### src/rtl/abt_pkg.sv
package abt_pkg;
  localparam int CAUSE_W = 3;

  typedef enum logic [CAUSE_W-1:0] {
    C_NONE  = 3'd0,
    C_CCR   = 3'd1,
    C_EVT   = 3'd2,
    C_PER   = 3'd3,
    C_GO    = 3'd4,
    C_FETCH = 3'd5,
    C_UNDEF = 3'd6
  } cause_e;

  localparam logic [2:0] OP_PLAIN = 3'd0;
  localparam logic [2:0] OP_CCR   = 3'd1;
  localparam logic [2:0] OP_EVT   = 3'd2;
  localparam logic [2:0] OP_PER   = 3'd3;
  localparam logic [2:0] OP_GO    = 3'd4;
endpackage

### src/rtl/abt_classify.sv
module abt_classify
  import abt_pkg::*;
#(
  parameter int NCH  = 4,
  parameter int NEV  = 8,
  parameter int NPER = 4,
  parameter int ARGW = 3
) (
  input  logic [2:0]      op_i,
  input  logic [ARGW-1:0] arg_i,
  input  logic            ns_i,
  input  logic            sec_txn_i,
  input  logic            fetch_err_i,
  input  logic            bad_i,
  input  logic [NEV-1:0]  ev_ns_i,
  input  logic [NPER-1:0] per_ns_i,
  input  logic [NCH-1:0]  ch_ns_i,
  output cause_e          cause_o
);
  localparam int ARGN = 1 << ARGW;

  logic [ARGN-1:0] ev_pad, per_pad, ch_pad;
  logic            ev_in, per_in, ch_in;

  always_comb begin
    ev_pad  = '0;
    per_pad = '0;
    ch_pad  = '0;
    ev_pad[NEV-1:0]   = ev_ns_i;
    per_pad[NPER-1:0] = per_ns_i;
    ch_pad[NCH-1:0]   = ch_ns_i;
  end

  assign ev_in  = 32'(arg_i) < NEV;
  assign per_in = 32'(arg_i) < NPER;
  assign ch_in  = 32'(arg_i) < NCH;

  always_comb begin
    cause_o = C_NONE;
    case (op_i)
      OP_PLAIN: cause_o = C_NONE;
      OP_CCR:   if (ns_i && sec_txn_i) cause_o = C_CCR;
      OP_EVT:   if (!ev_in) cause_o = C_UNDEF;
                else if (ns_i && !ev_pad[arg_i]) cause_o = C_EVT;
      OP_PER:   if (!per_in) cause_o = C_UNDEF;
                else if (ns_i && !per_pad[arg_i]) cause_o = C_PER;
      OP_GO:    if (!ch_in) cause_o = C_UNDEF;
                else if (ns_i && !ch_pad[arg_i]) cause_o = C_GO;
      default:  cause_o = C_UNDEF;
    endcase
    if (bad_i)       cause_o = C_UNDEF;
    if (fetch_err_i) cause_o = C_FETCH;
  end

  always_comb begin
    a_r7_fetch_first: assert (!fetch_err_i || cause_o == C_FETCH);
    a_r8_bad_over_sec: assert (fetch_err_i || !bad_i || cause_o == C_UNDEF);
  end
endmodule

### src/rtl/abt_slot.sv
module abt_slot
  import abt_pkg::*;
(
  input  logic               clk,
  input  logic               rst_n,
  input  logic               set_i,
  input  logic [CAUSE_W-1:0] cause_i,
  input  logic               kill_i,
  output logic               flt_o,
  output logic [CAUSE_W-1:0] cause_o
);
  logic               flt_q, flt_d;
  logic [CAUSE_W-1:0] cause_q, cause_d;

  always_comb begin
    flt_d   = flt_q;
    cause_d = cause_q;
    if (kill_i) begin
      flt_d   = 1'b0;
      cause_d = C_NONE;
    end
    if (set_i) begin
      flt_d   = 1'b1;
      cause_d = cause_i;
    end
  end

  always_ff @(posedge clk or negedge rst_n) begin
    if (!rst_n) begin
      flt_q   <= 1'b0;
      cause_q <= C_NONE;
    end else begin
      flt_q   <= flt_d;
      cause_q <= cause_d;
    end
  end

  assign flt_o   = flt_q;
  assign cause_o = cause_q;

  a_r9_hold: assert property (@(posedge clk) disable iff (!rst_n)
    flt_q && !kill_i |=> flt_q && $stable(cause_q));
  a_r9_release: assert property (@(posedge clk) disable iff (!rst_n)
    kill_i && !set_i |=> !flt_q && cause_q == C_NONE);
  a_r9_cause_set: assert property (@(posedge clk) disable iff (!rst_n)
    flt_q |-> cause_q != C_NONE);
endmodule

### src/rtl/abt_precise_detector.sv
module abt_precise_detector
  import abt_pkg::*;
#(
  parameter int NCH  = 4,
  parameter int NEV  = 8,
  parameter int NPER = 4,
  parameter int ARGW = 3,
  parameter int AW   = 32,
  localparam int NTH  = NCH + 1,
  localparam int TIDW = $clog2(NTH)
) (
  input  logic                 clk,
  input  logic                 rst_n,
  input  logic                 ins_vld,
  input  logic [TIDW-1:0]      ins_tid,
  input  logic [AW-1:0]        ins_pc,
  input  logic [2:0]           ins_op,
  input  logic [ARGW-1:0]      ins_arg,
  input  logic                 ins_sec_txn,
  input  logic                 ins_bad,
  input  logic                 ins_fetch_err,
  input  logic [NTH-1:0]       thr_ns,
  input  logic [NEV-1:0]       ev_ns_cfg,
  input  logic [NPER-1:0]      per_ns_cfg,
  input  logic [NCH-1:0]       ch_ns_cfg,
  input  logic                 kill_vld,
  input  logic [TIDW-1:0]      kill_tid,
  output logic                 ex_vld,
  output logic                 ex_nop,
  output logic                 pc_ld,
  output logic [TIDW-1:0]      pc_ld_tid,
  output logic [AW-1:0]        pc_ld_addr,
  output logic [NTH-1:0]       flt_vec,
  output logic [CAUSE_W*NTH-1:0] cause_bus,
  output logic                 abort_o
);
  localparam int TIDN = 1 << TIDW;

  logic [TIDN-1:0] ns_pad, flt_pad;
  logic            tid_ok, accept, fault;
  cause_e          cause;

  always_comb begin
    ns_pad  = '0;
    flt_pad = '0;
    ns_pad[NTH-1:0]  = thr_ns;
    flt_pad[NTH-1:0] = flt_vec;
  end

  assign tid_ok = 32'(ins_tid) < NTH;
  assign accept = ins_vld && tid_ok && !flt_pad[ins_tid];
  assign fault  = accept && (cause != C_NONE);

  abt_classify #(.NCH(NCH), .NEV(NEV), .NPER(NPER), .ARGW(ARGW)) u_cls (
    .op_i(ins_op), .arg_i(ins_arg), .ns_i(ns_pad[ins_tid]),
    .sec_txn_i(ins_sec_txn), .fetch_err_i(ins_fetch_err), .bad_i(ins_bad),
    .ev_ns_i(ev_ns_cfg), .per_ns_i(per_ns_cfg), .ch_ns_i(ch_ns_cfg),
    .cause_o(cause)
  );

  for (genvar t = 0; t < NTH; t++) begin : g_slot
    abt_slot u_slot (
      .clk(clk), .rst_n(rst_n),
      .set_i(fault && ins_tid == TIDW'(t)),
      .cause_i(cause),
      .kill_i(kill_vld && kill_tid == TIDW'(t)),
      .flt_o(flt_vec[t]),
      .cause_o(cause_bus[CAUSE_W*t +: CAUSE_W])
    );
  end

  logic            ex_vld_d, ex_nop_d, abort_d;
  logic [TIDW-1:0] tid_q;
  logic [AW-1:0]   addr_q;
  logic            flt_any_q;

  assign ex_vld_d = accept && !fault;
  assign ex_nop_d = fault;

  always_ff @(posedge clk or negedge rst_n) begin
    if (!rst_n) begin
      ex_vld <= 1'b0;
      ex_nop <= 1'b0;
      pc_ld  <= 1'b0;
    end else begin
      ex_vld <= ex_vld_d;
      ex_nop <= ex_nop_d;
      pc_ld  <= fault;
    end
  end

  always_ff @(posedge clk or negedge rst_n) begin
    if (!rst_n) begin
      tid_q  <= '0;
      addr_q <= '0;
    end else if (fault) begin
      tid_q  <= ins_tid;
      addr_q <= ins_pc;
    end
  end

  assign pc_ld_tid  = tid_q;
  assign pc_ld_addr = addr_q;

  assign abort_d = |flt_vec;
  assign flt_any_q = abort_d;
  assign abort_o = flt_any_q;

  a_r1_rewind_addr: assert property (@(posedge clk) disable iff (!rst_n)
    fault |=> pc_ld && pc_ld_addr == $past(ins_pc) && pc_ld_tid == $past(ins_tid));
  a_r2_nop_alone: assert property (@(posedge clk) disable iff (!rst_n)
    ex_nop |-> pc_ld && !ex_vld);
  a_r7_fetch_nop: assert property (@(posedge clk) disable iff (!rst_n)
    accept && ins_fetch_err |=> ex_nop && !ex_vld);
  a_r11_bad_tid: assert property (@(posedge clk) disable iff (!rst_n)
    ins_vld && !tid_ok |=> !ex_vld && !ex_nop && !pc_ld);
  a_r10_abort_rise: assert property (@(posedge clk) disable iff (!rst_n)
    $rose(abort_o) |-> $past(fault));
endmodule

### config.mk
export PLATFORM = sky130hd
export DESIGN_NAME = abt_precise_detector
export DESIGN_NICKNAME = d
export VERILOG_FILES = /design/src/rtl/abt_pkg.sv /design/src/rtl/abt_classify.sv /design/src/rtl/abt_slot.sv /design/src/rtl/abt_precise_detector.sv
export SDC_FILE = /design/constraint.sdc
export NUM_CORES = 1
export LEC_CHECK = 0
export ABC_CLOCK_PERIOD_IN_PS = 4700
export BUFFER_PORTS_ARGS = -buffer_cell sky130_fd_sc_hd__buf_4
export CAP_MARGIN = 20
export CORE_AREA = 2 2 77 79
export CTS_CLUSTER_SIZE = 28
export DETAILED_ROUTE_END_ITERATION = 8
export DIE_AREA = 0 0 79 81
export PLACE_DENSITY = 0.84
export RECOVER_POWER = 100
export SYNTH_ARGS = -nofsm -noshare
export SYNTH_HDL_FRONTEND = slang
export SYNTH_HIERARCHICAL = 1
export SYNTH_SLANG_ARGS = --single-unit
### constraint.sdc
create_clock -name clk -period 4.7 [get_ports clk]
set_input_delay 0.235 -clock clk [delete_from_list [all_inputs] [get_ports clk]]
set_output_delay 0.235 -clock clk [all_outputs]
set_load 0.05 [all_outputs]
* Word-level counts from Yosys, hierarchy flattened
Index checks and enable logic that the tools add are counted.
** Operators by class
- $lt $le $gt $ge :: 4
- Equal/unequal tests :: 12
- Mux-type cells :: 39
- Reduce and logical (&&, ||, !) cells :: 33
** Operators with widths (number)
- 3-bit two-way mux :: 15
- 3-bit by 2-bit equality test with 1-bit output, second input constant :: 6
- 1-bit logical AND :: 18
- 1-bit two-way mux :: 16
- 1-bit binary-select mux with 3-bit select :: 5
- 3-bit case mux with 5 select lines :: 1
- 2-bit nonzero test :: 5
- 3-bit by 1-bit equality test with 1-bit output, second input constant :: 3
- 3-bit equality test, second input constant :: 3
- 3-bit zero test :: 3
- 3-bit by 4-bit less-than comparator with 1-bit output, second input constant :: 2
- 3-bit less-than comparator, second input constant :: 2
- 1-bit zero test :: 5
- 5-bit OR reduction :: 1
- 2-bit two-way mux :: 2
- 3-bit nonzero test :: 1
** Word-level totals
- Register bits :: 57
- Output and inout port bits :: 59

* Depth between registers and ports, before layout
- Word-level depth :: 13
- Gate-level depth with buffers :: 14
- Mapped depth without buffers :: 12

* Cells and area by module
Netlist, hierarchy kept.
** By module, submodules not included
- abt_precise_detector :: instances 1, cells an instance 117, area an instance 1784.2 um^2
- abt_slot :: instances 5, cells an instance 10, area an instance 145.1 um^2
- abt_classify :: instances 1, cells an instance 22, area an instance 217.7 um^2

* Worst setup path before layout
OpenSTA, ideal clock, no wires.
- Kind :: input to register
- From :: input ins_tid[0]
- To :: register addr_q[0] (netlist: pc_ld_addr[0])
- Library setup time :: 0.125 ns
- Arrival :: 2.700 ns
- Data required time :: 4.575 ns
- Setup slack :: 1.875 ns
- Stages on the path :: 13
- Path buffers :: 2
- Path through :: buf_4 > nand2b_1 > a21oi_1 > o22a_1 > nor4bb_1 > nand3b_1 > o21ai_0 > o31a_1 > and2_1 > nand2_4 > inv_6 > buf_12 > mux2_4
** Between the ends
- Longest elaborated chain between the ends :: 10
** RTL lines
- from (decl) :: RTL line abt_precise_detector.sv:15 : input logic [TIDW-1:0] ins_tid,
- 1-bit binary-select mux with 3-bit select (*) :: RTL line abt_precise_detector.sv:55 : .op_i(ins_op), .arg_i(ins_arg), .ns_i(ns_pad[ins_tid]),
- 1-bit two-way mux (not written as such) (*) :: RTL line abt_precise_detector.sv:55
- 1-bit logical AND :: RTL line abt_classify.sv:46 : else if (ns_i && !per_pad[arg_i]) cause_o = C_PER;
- 2-bit two-way mux :: RTL line abt_classify.sv:46
- 3-bit two-way mux :: RTL line abt_classify.sv:45 : OP_PER: if (!per_in) cause_o = C_UNDEF;
- 3-bit case mux with 5 select lines (*) :: RTL line abt_classify.sv:40 : case (op_i)
- 3-bit two-way mux (*) :: RTL line abt_classify.sv:51 : if (bad_i) cause_o = C_UNDEF;
- 3-bit two-way mux (*) :: RTL line abt_classify.sv:52 : if (fetch_err_i) cause_o = C_FETCH;
- via cause[0] :: RTL line abt_precise_detector.sv:41 : cause_e cause;
- 3-bit nonzero test (*) :: RTL line abt_precise_detector.sv:52 : assign fault = accept && (cause != C_NONE);
- 1-bit logical AND (*) :: RTL line abt_precise_detector.sv:52
- to (signal assigned) :: RTL line abt_precise_detector.sv:98 : addr_q <= ins_pc;
- to (decl) :: RTL line abt_precise_detector.sv:74 : logic [AW-1:0] addr_q;
The timed path passes the listed nets; every way through them passes the cells marked *. The select of a mux whose other input is x is not followed.
A chain may end at the register's enable or synchronous reset.

* Final worst setup path
- From :: input ins_tid[1]
- To :: register addr_q[0] (netlist: pc_ld_addr[0])
Same word-level chain as after synthesis.

==> impl_metrics.toml <==
[outcome]
status = "finished with violations"
violations = "max-capacitance violations, max-slew violations"

[clocking]
path_clk_slew_ns = 0.07
cts_inserted_buffers = 9
root_buffer = "clkbuf_8"
cts-resized-gates = 0
ctsHtreeMaxLevel = 3
cts_tree = "done"
worstSkewPairLatency_ns = 0.33
hold_buffers = 1
cts_buffer_depth = 2
postCtsSetupRepairBufs = 0
clock_sinks = 57

[power_and_ir_drop]
p_leak_nw = 1.61
seq_power_share = 0.377
internal_power_w = 0.000966
p_sw_frac = 0.458
clkPwrFrac = 0.217
ir_drop_v = 0.000273
p_switching_w = 0.000816
p_comb_frac = 0.406
power.density_nw_per_um2 = 503

[sta]
worst_slack_ns = 1.54
fin_setup_tns_ns = 0
final-hold-violation-count = 0
max_slew_margin = -0.914
rsz0062_at_grt = "no"
maxSlewViolCount = 58
fmax_mhz = 316
period_minus_slack_ns = 3.16
finalClockSkew_ns = 0.0101
finalCritPeriodShare = 0.672
worst_slew_pin_slew_ns = 2.87
setup_violations = 0

[detailed_routing]
firstDrtPassIters = 4
via_per_inst = 5.29
postRouteAntennaNets = 0
wirelength_mm = 6.63
vias = 2147
wl_per_cell_um = 16.3
drt-initial-drc-count = 71
drc = 0

[setup_path]
startpoint_type = "input pin"
path_class = "input pin to register"
required_ns = 4.90
crit_path_max_fanout = 33
arrival_ns = 3.36
cp-end-kind = "register"
timing.rr.start = "g_slot[3].u_slot/flt_o$_DFFE_PN0P_"
critical_path.startpoint = "ins_tid[1]"

[die]
ios = 131
start_util = 0.481
die_area_um2 = 6400
core_region_area_um2 = 5680
die_h_um = 81
dieWidth_um = 79
num_rows = 28

[yosys]
synth_top_area_cell = "dfrtp_1"
synth.net_count = 261
ys_warn_count = 6
syn_area_um2 = 2730
synth_top_area_share = 0.523
yosys-top-cells-area = "dfrtp_1 52%, mux2_4 16%, a22o_1 4.8%"
synth-edff-count = 0
seq_area_frac_synth = 0.523
ys_seq_elements = 57
syn_inst = 189
async_flop_share = 1.00
syn_area_per_cell_um2 = 14.4
synth_top_flop_cell = "dfrtp_1"
ys_types = 44

[global_routing]
grt_max_degree = 58
grt.overflow.total = 0
antenna_found_initial = 0
grt_pass1_vias = 2224
track_usage = 0.220
grt_pass1_wl_mm = 10.6

[cells_and_area]
drive_gt1_frac = 0.308
synthToLayoutAreaGrowth_pct = 29.9
nets = 398
diodes = 0

[run]
max_cap_violations = 1

[min_path]
min_from = "ins_pc[26]"
hp-class = "input pin to register"

[placed_design]
place_ws_ns = 1.71
io_buffers = 130
place.gp.congestion = 0.865
hpwl_mm = 4.98
==> cells in the final DEF (no fill, tap or decap), types with 4 or more instances in the layout <==
master / instances
buf_4: 69
clkbuf_1: 62
dfrtp_1: 57
mux2_1: 29
a22o_1: 15
clkbuf_8: 9
nand2_1: 7
inv_1: 7
nor2_1: 6
nand2b_1: 5
mux2_2: 5
a21o_2: 5
nor3_1: 4
==> synth_stat cells, types with 2 or more instances <==
master / instances
dfrtp_1: 57
mux2_4: 29
a22o_1: 15
inv_1: 7
nand2_1: 6
a21o_2: 5
mux2_2: 5
nand2b_1: 5
nor2_2: 5
nor3_1: 4
a21oi_1: 3
buf_12: 3
mux2i_1: 3
mux4_1: 3
nor2_1: 3
nor4bb_1: 3
and2_1: 2
and4b_1: 2
buf_4: 2
o21ai_0: 2
o22a_1: 2
==> power groups by stage <==
stage               Clock (W)  Sequential (W)  Combinational, W
floorplan                   0         0.00107          0.000217
global placement            0        0.000680          0.000877
detailed placement          0        0.000686          0.000883
CTS                  0.000398        0.000679          0.000888
global route         0.000426        0.000686          0.000758
finish               0.000387        0.000672          0.000723
==> metrics by stage <==
stage	hold slack, ns	power (W)	cells	util	instance area [um2]
finish	0.118	0.00178	406	0.624	3540
detailed placement	0.325	0.00157	389	0.655	3720
global placement	0.320	0.00156	389	0.655	3720
floorplan	-0.0606	0.00128	189	-	2730
global route	0.103	0.00187	406	0.624	3540
CTS	0.116	0.00196	406	0.687	3900
==> layer usage <==
metal  routed length [um]  global-route usage  up-vias
met5                    0                   0        -
met4                   63              0.0845        0
met1                 2760               0.265     1021
met3                  599              0.0756       10
li1                     -                   -      985
met2                 3210               0.366      131
==> sequential cells by signal (all words and copies together), names as in the netlist <==
register	flops
g_slot.u_slot/cause_o	15
pc_ld_tid	3
pc_ld_addr	32
pc_ld	1
ex_vld	1
g_slot.u_slot/flt_o	5
==> worst max-delay path, stage by stage <==
cell and delay, ns:
clkbuf_1 0.30, or2_0 0.22, a2bb2oi_1 0.18, o22a_1 0.18, nor4bb_1 0.38, nand3b_1 0.11
o21ai_0 0.16, clkbuf_1 0.35, o31a_1 0.24, and2_0 0.17, nand2_1 0.15, inv_6 0.28
mux2_1 0.39
==> worst paths after layout <==
kind	end	slack, ns	cells past startpoint
setup / recovery	pc_ld_addr[0]$_DFFE_PN0P_	1.54	13
hold / removal	pc_ld_addr[26]$_DFFE_PN0P_	0.12	2
setup reg to reg	pc_ld_addr[0]$_DFFE_PN0P_	2.87	5
hold reg to reg	pc_ld_addr[8]$_DFFE_PN0P_	0.49	1
max in group asynchronous	pc_ld_addr[11]$_DFFE_PN0P_	1.68	2
min in group asynchronous	pc_ld_addr[6]$_DFFE_PN0P_	1.40	2
==> layout make-up <==
class | instances | area (um2)
Sequential cell | 57 | 1430
Fill cell | 501 | 2130
Clock inverter | 7 | 47.5
Clock buffer | 9 | 124
Inverter | 8 | 35.0
Tap cell | 75 | 93.8
Timing Repair Buffer | 132 | 761
Multi-Input combinational cell | 118 | 1060
==> logic make-up after synthesis <==
| group | synth area share |
|---|---|
| and+or+nand+nor | 0.0954 |
| DFF | 0.523 |
| buffers and inverters | 0.0445 |
| muxes | 0.228 |
| AOI/OAI and AO/OA | 0.109 |
Note: power is estimated with default switching activity, not from simulation.
